===== src/rtl/mrd_pkg.sv =====
package mrd_pkg;

    localparam int AD_W     = 16;
    localparam int CNT_W    = 5;
    localparam int SHORT_W  = 13;
    localparam int LONG_W   = 29;

    typedef logic [CNT_W-1:0] cnt_t;

    typedef struct packed {
        cnt_t cs_on;
        cnt_t cs_off;
        cnt_t adv_on;
        cnt_t adv_off;
        cnt_t oe_on;
        cnt_t oe_off;
        cnt_t acc;
        cnt_t cyc;
    } tim_t;

    function automatic tim_t unpack_tim(input logic [SHORT_W-1:0] cw,
                                        input logic [SHORT_W-1:0] aw,
                                        input logic [LONG_W-1:0]  ow);
        tim_t t;
        t.cs_on   = {1'b0, cw[3:0]};
        t.cs_off  = cw[12:8];
        t.adv_on  = {1'b0, aw[3:0]};
        t.adv_off = aw[12:8];
        t.oe_on   = ow[4:0];
        t.oe_off  = ow[12:8];
        t.acc     = ow[20:16];
        t.cyc     = ow[28:24];
        return t;
    endfunction

    function automatic logic in_window(input cnt_t k, input cnt_t on, input cnt_t off);
        return (k >= on) && (k < off);
    endfunction

endpackage


===== src/rtl/mrd_cfg_sel.sv =====
module mrd_cfg_sel
    import mrd_pkg::*;
#(
    parameter int NUM_CS = 4,
    parameter int SEL_W  = 2
) (
    input  logic [SEL_W-1:0]          sel,
    input  logic [NUM_CS*SHORT_W-1:0] cs_words,
    input  logic [NUM_CS*SHORT_W-1:0] adv_words,
    input  logic [NUM_CS*LONG_W-1:0]  oe_words,
    output tim_t                      tim
);

    tim_t per_cs [NUM_CS];

    for (genvar i = 0; i < NUM_CS; i++) begin : g_unpack
        assign per_cs[i] = unpack_tim(cs_words[i*SHORT_W +: SHORT_W],
                                      adv_words[i*SHORT_W +: SHORT_W],
                                      oe_words[i*LONG_W +: LONG_W]);
    end

    always_comb begin
        tim = per_cs[0];
        for (int i = 1; i < NUM_CS; i++) begin
            if (sel == SEL_W'(i)) tim = per_cs[i];
        end
    end

endmodule


===== src/rtl/mrd_sequencer.sv =====
module mrd_sequencer
    import mrd_pkg::*;
#(
    parameter int SEL_W  = 2,
    parameter int ADDR_W = 28
) (
    input  logic              clk,
    input  logic              rst,
    input  logic              req_valid,
    input  logic [SEL_W-1:0]  req_cs,
    input  logic [ADDR_W-1:0] req_addr,
    input  tim_t              tim_in,
    input  logic [AD_W-1:0]   ad_in,
    output logic              req_ready,
    output logic              busy_nxt,
    output cnt_t              cnt_nxt,
    output tim_t              tim_nxt,
    output logic [SEL_W-1:0]  sel_nxt,
    output logic [ADDR_W-1:0] addr_q,
    output logic [AD_W-1:0]   rd_data,
    output logic              rd_done
);

    logic             busy_q;
    cnt_t             cnt_q;
    tim_t             tim_q;
    logic [SEL_W-1:0] sel_q;
    logic             accept;
    logic             last;

    assign req_ready = !busy_q;
    assign accept    = req_valid && !busy_q;
    assign last      = busy_q && (cnt_q == tim_q.cyc);

    always_comb begin
        busy_nxt = busy_q;
        cnt_nxt  = cnt_q;
        tim_nxt  = tim_q;
        sel_nxt  = sel_q;
        if (accept) begin
            busy_nxt = 1'b1;
            cnt_nxt  = '0;
            tim_nxt  = tim_in;
            sel_nxt  = req_cs;
        end else if (last) begin
            busy_nxt = 1'b0;
            cnt_nxt  = '0;
        end else if (busy_q) begin
            cnt_nxt  = cnt_q + 1'b1;
        end
    end

    always_ff @(posedge clk) begin
        if (rst) begin
            busy_q  <= 1'b0;
            cnt_q   <= '0;
            tim_q   <= '0;
            sel_q   <= '0;
            addr_q  <= '0;
            rd_data <= '0;
            rd_done <= 1'b0;
        end else begin
            busy_q  <= busy_nxt;
            cnt_q   <= cnt_nxt;
            tim_q   <= tim_nxt;
            sel_q   <= sel_nxt;
            rd_done <= busy_nxt && (cnt_nxt == tim_nxt.cyc);
            if (accept) addr_q <= req_addr;
            if (busy_q && (cnt_q == tim_q.acc)) rd_data <= ad_in;
        end
    end

    // a taken request opens an access at cycle zero
    p_accept_start_r2: assert property (@(posedge clk) disable iff (rst)
        accept |=> (busy_q && cnt_q == '0));

    // done lasts one cycle and is followed by idle
    p_done_pulse_r9: assert property (@(posedge clk) disable iff (rst)
        rd_done |=> (!rd_done && req_ready));

    // done only appears while an access runs
    p_done_busy_r9: assert property (@(posedge clk) disable iff (rst)
        rd_done |-> busy_q);

    // the counter advances by one each busy cycle before the end
    p_count_step_r2: assert property (@(posedge clk) disable iff (rst)
        (busy_q && !last) |=> (busy_q && cnt_q == $past(cnt_q) + 1'b1));

endmodule


===== src/rtl/mrd_strobe.sv =====
module mrd_strobe
    import mrd_pkg::*;
(
    input  logic clk,
    input  logic rst,
    input  logic en,
    input  cnt_t cnt,
    input  cnt_t on,
    input  cnt_t off,
    output logic act_n
);

    always_ff @(posedge clk) begin
        if (rst) act_n <= 1'b1;
        else     act_n <= !(en && in_window(cnt, on, off));
    end

endmodule


===== src/rtl/mux_rd_engine.sv =====
module mux_rd_engine
    import mrd_pkg::*;
#(
    parameter int NUM_CS = 4,
    parameter int ADDR_W = 28,
    localparam int SEL_W = (NUM_CS > 1) ? $clog2(NUM_CS) : 1
) (
    input  logic                      clk,
    input  logic                      rst,
    input  logic                      req_valid,
    output logic                      req_ready,
    input  logic [SEL_W-1:0]          req_cs,
    input  logic [ADDR_W-1:0]         req_addr,
    input  logic [NUM_CS*SHORT_W-1:0] cfg_cs_words,
    input  logic [NUM_CS*SHORT_W-1:0] cfg_adv_words,
    input  logic [NUM_CS*LONG_W-1:0]  cfg_oe_words,
    output logic [NUM_CS-1:0]         cs_n,
    output logic                      adv_n,
    output logic                      oe_n,
    output logic [1:0]                be_n,
    output logic                      dir_out,
    output logic                      ad_oe,
    output logic [AD_W-1:0]           ad_out,
    input  logic [AD_W-1:0]           ad_in,
    output logic [ADDR_W-18:0]        a_hi,
    output logic [AD_W-1:0]           rd_data,
    output logic                      rd_done
);

    tim_t              tim_sel;
    tim_t              tim_nxt;
    logic              busy_nxt;
    cnt_t              cnt_nxt;
    logic [SEL_W-1:0]  sel_nxt;
    logic [ADDR_W-1:0] addr_q;
    logic              addr_phase;

    mrd_cfg_sel #(.NUM_CS(NUM_CS), .SEL_W(SEL_W)) u_cfg (
        .sel       (req_cs),
        .cs_words  (cfg_cs_words),
        .adv_words (cfg_adv_words),
        .oe_words  (cfg_oe_words),
        .tim       (tim_sel)
    );

    mrd_sequencer #(.SEL_W(SEL_W), .ADDR_W(ADDR_W)) u_seq (
        .clk       (clk),
        .rst       (rst),
        .req_valid (req_valid),
        .req_cs    (req_cs),
        .req_addr  (req_addr),
        .tim_in    (tim_sel),
        .ad_in     (ad_in),
        .req_ready (req_ready),
        .busy_nxt  (busy_nxt),
        .cnt_nxt   (cnt_nxt),
        .tim_nxt   (tim_nxt),
        .sel_nxt   (sel_nxt),
        .addr_q    (addr_q),
        .rd_data   (rd_data),
        .rd_done   (rd_done)
    );

    for (genvar i = 0; i < NUM_CS; i++) begin : g_cs
        mrd_strobe u_cs (
            .clk   (clk),
            .rst   (rst),
            .en    (busy_nxt && (sel_nxt == SEL_W'(i))),
            .cnt   (cnt_nxt),
            .on    (tim_nxt.cs_on),
            .off   (tim_nxt.cs_off),
            .act_n (cs_n[i])
        );
    end

    mrd_strobe u_adv (
        .clk   (clk),
        .rst   (rst),
        .en    (busy_nxt),
        .cnt   (cnt_nxt),
        .on    (tim_nxt.adv_on),
        .off   (tim_nxt.adv_off),
        .act_n (adv_n)
    );

    mrd_strobe u_oe (
        .clk   (clk),
        .rst   (rst),
        .en    (busy_nxt),
        .cnt   (cnt_nxt),
        .on    (tim_nxt.oe_on),
        .off   (tim_nxt.oe_off),
        .act_n (oe_n)
    );

    assign addr_phase = busy_nxt && (cnt_nxt < tim_nxt.oe_on);

    always_ff @(posedge clk) begin
        if (rst) begin
            dir_out <= 1'b1;
            ad_oe   <= 1'b0;
            be_n    <= 2'b11;
        end else begin
            dir_out <= !busy_nxt || addr_phase;
            ad_oe   <= addr_phase;
            be_n    <= busy_nxt ? 2'b00 : 2'b11;
        end
    end

    assign ad_out = addr_q[16:1];
    assign a_hi   = addr_q[ADDR_W-1:17];

    // output enable never overlaps an outward bus
    p_oe_dir_in_r7: assert property (@(posedge clk) disable iff (rst)
        !oe_n |-> (!dir_out && !ad_oe));

    // the shared bus is only driven while direction is OUT
    p_drive_out_r7: assert property (@(posedge clk) disable iff (rst)
        ad_oe |-> dir_out);

    // idle means every strobe is released
    p_idle_quiet_r1: assert property (@(posedge clk) disable iff (rst)
        req_ready |-> (&cs_n && adv_n && oe_n && dir_out && !ad_oe && be_n == 2'b11 && !rd_done));

    // at most one chip select active
    p_one_cs_r10: assert property (@(posedge clk) disable iff (rst)
        $onehot0(~cs_n));

    // byte enables active for the whole access
    p_be_busy_r11: assert property (@(posedge clk) disable iff (rst)
        !req_ready |-> (be_n == 2'b00));

endmodule


===== config.mk =====
export PLATFORM = sky130hd
export DESIGN_NAME = mux_rd_engine
export DESIGN_NICKNAME = d
export VERILOG_FILES = /design/src/rtl/mrd_pkg.sv /design/src/rtl/mrd_cfg_sel.sv /design/src/rtl/mrd_sequencer.sv /design/src/rtl/mrd_strobe.sv /design/src/rtl/mux_rd_engine.sv
export SDC_FILE = /design/constraint.sdc
export NUM_CORES = 1
export LEC_CHECK = 0
export BUFFER_PORTS_ARGS = -buffer_cell sky130_fd_sc_hd__buf_4
export CAP_MARGIN = 0
export CORE_ASPECT_RATIO = 0.6
export CORE_MARGIN = 1.5
export CORE_UTILIZATION = 45
export CTS_CLUSTER_DIAMETER = 60
export DETAILED_ROUTE_END_ITERATION = 10
export PLACE_DENSITY = 0.86
export SLEW_MARGIN = 20
export SYNTH_ARGS = -nofsm -noshare
export SYNTH_HDL_FRONTEND = slang
export SYNTH_HIERARCHICAL = 1
export SYNTH_SLANG_ARGS = --single-unit

===== constraint.sdc =====
create_clock -name clk -period 4.1 [get_ports clk]
set_input_delay 0.82 -clock clk [delete_from_list [all_inputs] [get_ports clk]]
set_output_delay 0.82 -clock clk [all_outputs]
set_load 0.03 [all_outputs]

Yosys cells after proc, flatten, opt, wreduce, memory -nomap -nowiden
Index checks and enable logic that the tools add are counted.
- register bits: 103
- bits in latches: 0
- memory bits (writable): 0
- memory bits (read-only): 0
- word-level logic and storage cells: 79
- memories kept: 0
- add/subtract/negate cells: 1
- multiply operators: 0
- divide/modulo/power cells: 0
- $lt $le $gt $ge: 7
- equality and inequality tests: 9
- shifts and indexed selects: 0
- muxes and demuxes: 11
- bitwise gates (word level): 0
- reduce and logical (&&, ||, !) cells: 28
- operators with widths (cell ; number):
    2-to-1 mux 39 bit ; 3
    2-to-1 mux 40 bit ; 1
    less-than comparator 5 bit ; 4
    logical AND 1 bit ; 18
    equality test 5 bit ; 3
    greater-or-equal comparator 5 bit ; 3
    2-to-1 mux 5 bit ; 3
    equality test 2 bit, second input constant ; 4
    zero test 1 bit ; 8
    adder 5 x 1 -> 5 bit, second input constant ; 1
    equality test 2 x 1 -> 1 bit, second input constant ; 2
    2-to-1 mux 2 bit ; 2
    zero test 2 bit ; 1
    2-to-1 mux 1 bit ; 2
    logical OR 1 bit ; 1

Logic depth before layout (Yosys ltp)
- word-level depth: 9
- gate-level depth with buffers: 13
- mapped depth without buffers: 10

Hierarchy
Netlist, hierarchy kept.
- by module, submodules not included (module ; times used ; cells each ; area an instance (um^2) ; seq. area each (um^2)):
    mrd_sequencer ; 1 ; 462 ; 3688.5 ; 1861.8
    mrd_strobe ; 6 ; 32 ; 247.7 ; 20.0
    mrd_cfg_sel ; 1 ; 49 ; 952.2 ; 0.0
    mux_rd_engine ; 1 ; 31 ; 245.2 ; 60.1

Worst setup path before layout
No wires, ideal clock.
- path type: input to register
- start point: in req_valid
- end point: reg g_cs[0].u_cs.act_n
- library setup time: 0.079 ns
- data arrival time: 3.218 ns
- slack: 0.803 ns
- stages on the path: 10
- path through: nor2b_1 buf_6 clkbuf_1 clkbuf_1 nor3_1 ha_1 a21o_1 a31oi_1 o21ai_0 o211ai_1
- cells in the longest elaborated chain, start to end: 6
- ends and longest elaborated chain (element ; RTL line ; RTL):
    from (decl) ; mux_rd_engine.sv:10 ; input logic req_valid,
    logical AND 1 bit * ; mrd_sequencer.sv:32 ; assign accept = req_valid && !busy_q;
    2-to-1 mux 5 bit * ; mrd_sequencer.sv:40 ; if (accept) begin
    via cnt_nxt[2] ; mux_rd_engine.sv:33 ; cnt_t cnt_nxt;
    greater-or-equal comparator 5 bit / less-than comparator 5 bit (equally long branches) ; mrd_pkg.sv:37 ; return (k >= on) && (k < off);
    logical AND 1 bit * ; mrd_pkg.sv:37 ;
    logical AND 1 bit * ; mrd_strobe.sv:15 ; else act_n <= !(en && in_window(cnt, on, off));
    zero test 1 bit * ; mrd_strobe.sv:15 ;
    to (signal assigned) ; mrd_strobe.sv:15 ;
    to (decl) ; mrd_strobe.sv:10 ; output logic act_n
The timed path passes the listed nets; every way through them passes the cells marked *.
A chain may end at the register's enable or synchronous reset.

Worst setup path after layout
- start point: reg u_seq.cnt_q[2]
- end point: reg g_cs[0].u_cs.act_n
- cells in the longest elaborated chain, start to end: 8
- ends and longest elaborated chain (element ; RTL line ; RTL):
    from (decl) ; mrd_sequencer.sv:25 ; cnt_t cnt_q;
    from (signal assigned) ; mrd_sequencer.sv:64 ; cnt_q <= cnt_nxt;
    equality test 5 bit * ; mrd_sequencer.sv:33 ; assign last = busy_q && (cnt_q == tim_q.cyc);
    logical AND 1 bit * ; mrd_sequencer.sv:33 ;
    2-to-1 mux 5 bit * ; mrd_sequencer.sv:45 ; end else if (last) begin
    2-to-1 mux 5 bit * ; mrd_sequencer.sv:40 ;
    via cnt_nxt[0] ; mux_rd_engine.sv:33 ;
    greater-or-equal comparator 5 bit / less-than comparator 5 bit (equally long branches) ; mrd_pkg.sv:37 ;
    logical AND 1 bit * ; mrd_pkg.sv:37 ;
    logical AND 1 bit * ; mrd_strobe.sv:15 ;
    zero test 1 bit * ; mrd_strobe.sv:15 ;
Marks and branches as above.

==> implementation parameters <==
Parameter                              Value

Route
  DR vias    5918
  Antenna violation net count after detailed routing    0
  Residual DRC count    0
  Wire length after detailed routing    17400 um
  Average routed wire per standard cell    15.1 um
  Initial DRC count    347
  Drt first pass iters    5
  Via-to-Cell Ratio    5.13

Clock network
  Cell chosen for the clock root    sky130_fd_sc_hd__clkbuf_16
  CTS Buf Count    9
  Register clock-pin slew on the reported worst setup and hold paths    0.08 ns
  H-tree levels    3
  Number of setup buffers added after CTS    0
  CTS max path bufs    2
  PostCTS Resize Cnt    0
  Number of sinks on the clock net    101
  Worst-skew pair later-pin latency    0.35 ns
  CTS tree    done
  CTS Hold Buffers Added    0

Global routing
  Overflow after GRT    0
  Largest net degree at the start of global routing    101
  Antenna violations before repair    0
  GR Util All Layers    0.234
  Global-route wire length before repair    27200 um
  Vias in the first global route    5635

Die
  Die outline height    94.7 um
  Initial standard-cell utilization of the core    0.462
  IO Pins    324
  Total Die Area    14800 sq um
  X dimension of the die    156 um
  Core Box Area    13700 sq um
  # rows    33

Timing
  Worst hold margin    0.456 ns
  Setup Viol. Count Final    0
  Setup repair after global routing missed its margin    false
  Final critical-path required period    3.06 ns
  Remaining max-slew budget at the tightest pin    0.299
  Final-report max-slew violation count    0
  Maximum frequency from static timing analysis    327 MHz
  Hold violation count in the final report    0
  Final total negative setup slack    0 ns
  Final cycle utilization of the critical path    0.746
  Worst Clk Skew    0.0110 ns
  Worst slew pin tran    1.05 ns
  Post-route setup slack    1.04 ns

Placement
  Detailed Place HPWL    13100 um
  Instance area after placement    8310 sq um
  Pre-CTS worst setup slack    0.834 ns
  Placed Cells    1137
  PortBufs    254
  RePlAce Congestion    0.818

Power
  Leakage Power    4.10 nW
  Worst VDD drop    0.000192 V
  Power density over the cells    323 nW/um^2

Logic synthesis
  Yosys warns    6
  Netlist Area Pre-Place    6310 sq um
  Instance count of the mapped netlist    722
  Synthesized area divided by synthesized cell count    8.74 sq um

Status
  Result of the run    complete, no violations

Critical path
  Register-to-register path setup slack    1.04 ns
  Required @ worst endpoint    4.30 ns
  Type of the worst setup path    reg -> reg
  Endpoint type of the worst setup path    flop
  Worst endpoint data arrival time    3.26 ns
  Startpoint class of the critical path    flop
  Critical path peak fanout    13

Finish
  Total inserted antenna cells    0
  Number of nets in the finished design    1284
  Filler Cell Count    1156
  Non-Filler Cell Area, Final    8620 sq um
  Fraction of layout cells with a size suffix above 1    0.349
  Number of non-filler instances in the completed layout    1153
  Area growth from synthesis to final layout    36.7%

Job
  Max-Cap Viols    0

Min path
  Type of the tightest min-delay check    reg -> reg
## area by class of cell
type	instances	area (sq um)	area share
inverters	69	259	0.0300
clock buffers	9	225	0.0261
multi-input cells	512	3830	0.444
flip-flops and latches	101	2020	0.234
clock inverters	7	76.3	0.00885
repair buffers	263	1970	0.229
well taps	192	240	0.0279
## final timing paths
path	cells past startpoint	end	startpoint
setup / recovery	11	g_cs[0].u_cs/act_n$_SDFF_PP1_	u_seq/cnt_q[2]$_SDFF_PP0_
hold / removal	2	u_seq/addr_q[9]$_SDFFE_PP0P_	u_seq/addr_q[9]$_SDFFE_PP0P_
setup reg to reg	11	g_cs[0].u_cs/act_n$_SDFF_PP1_	u_seq/cnt_q[2]$_SDFF_PP0_
hold reg to reg	2	u_seq/addr_q[9]$_SDFFE_PP0P_	u_seq/addr_q[9]$_SDFFE_PP0P_
## metrics by stage
stage | power, mW | util
finish | 2.78 | 0.631
global route | 2.94 | 0.631
CTS | 2.81 | 0.630
detailed placement | 1.95 | 0.608
global placement | 1.92 | 0.608
floorplan | 1.64 | -
## sequential cells by signal, summed over array words and instances (netlist names), 2 cells and up
register	count
u_seq/cnt_q	5
u_seq/rd_data	16
u_seq/sel_q	2
u_seq/tim_q	40
g_cs.u_cs/act_n	4
u_seq/addr_q	27
## worst max-delay path, cell delays in order (launching register included)
cell	delay (ns)
sky130_fd_sc_hd__dfxtp_1	0.50
sky130_fd_sc_hd__xor2_2	0.21
sky130_fd_sc_hd__nand2b_2	0.18
sky130_fd_sc_hd__nor2_1	0.05
sky130_fd_sc_hd__buf_4	0.18
sky130_fd_sc_hd__nor2_1	0.78
sky130_fd_sc_hd__inv_1	0.10
sky130_fd_sc_hd__ha_1	0.31
sky130_fd_sc_hd__nand2b_1	0.09
sky130_fd_sc_hd__a31oi_1	0.07
sky130_fd_sc_hd__o21ai_0	0.27
sky130_fd_sc_hd__o211ai_1	0.16
## power breakdown
| part | switching, mW | total [mW] | internal (mW) |
|---|---|---|---|
| combinational | 0.439 | 0.844 | 0.405 |
| sequential | 0.0372 | 1.09 | 1.05 |
| clock | 0.419 | 0.852 | 0.433 |
| total | 0.895 | 2.78 | 1.89 |
## cell usage in the layout (no fill, tap or decap), drive strengths merged, types with 3 or more instances in the layout
master and instances:
mux4 38, o211ai 7, nor3 6, clkbuf 9, buf 263, mux2i 22
a21o 12, nand2 182, ha 59, nor4 5, clkinv 3, inv 73
xor2 4, nor3b 3, nand2b 14, a2111oi 6, a21oi 82, dfxtp 101
nor2 27, a31oi 6, o21ai 8, xnor2 13, nand4 3
## metal layers
metal / share of wire / track usage
met1: 0.43 / 0.299
met2: 0.50 / 0.416
met4: 0.0067 / 0.0421
met5: 0 / 0
met3: 0.062 / 0.0459
Note: power is estimated with default switching activity, not from simulation.
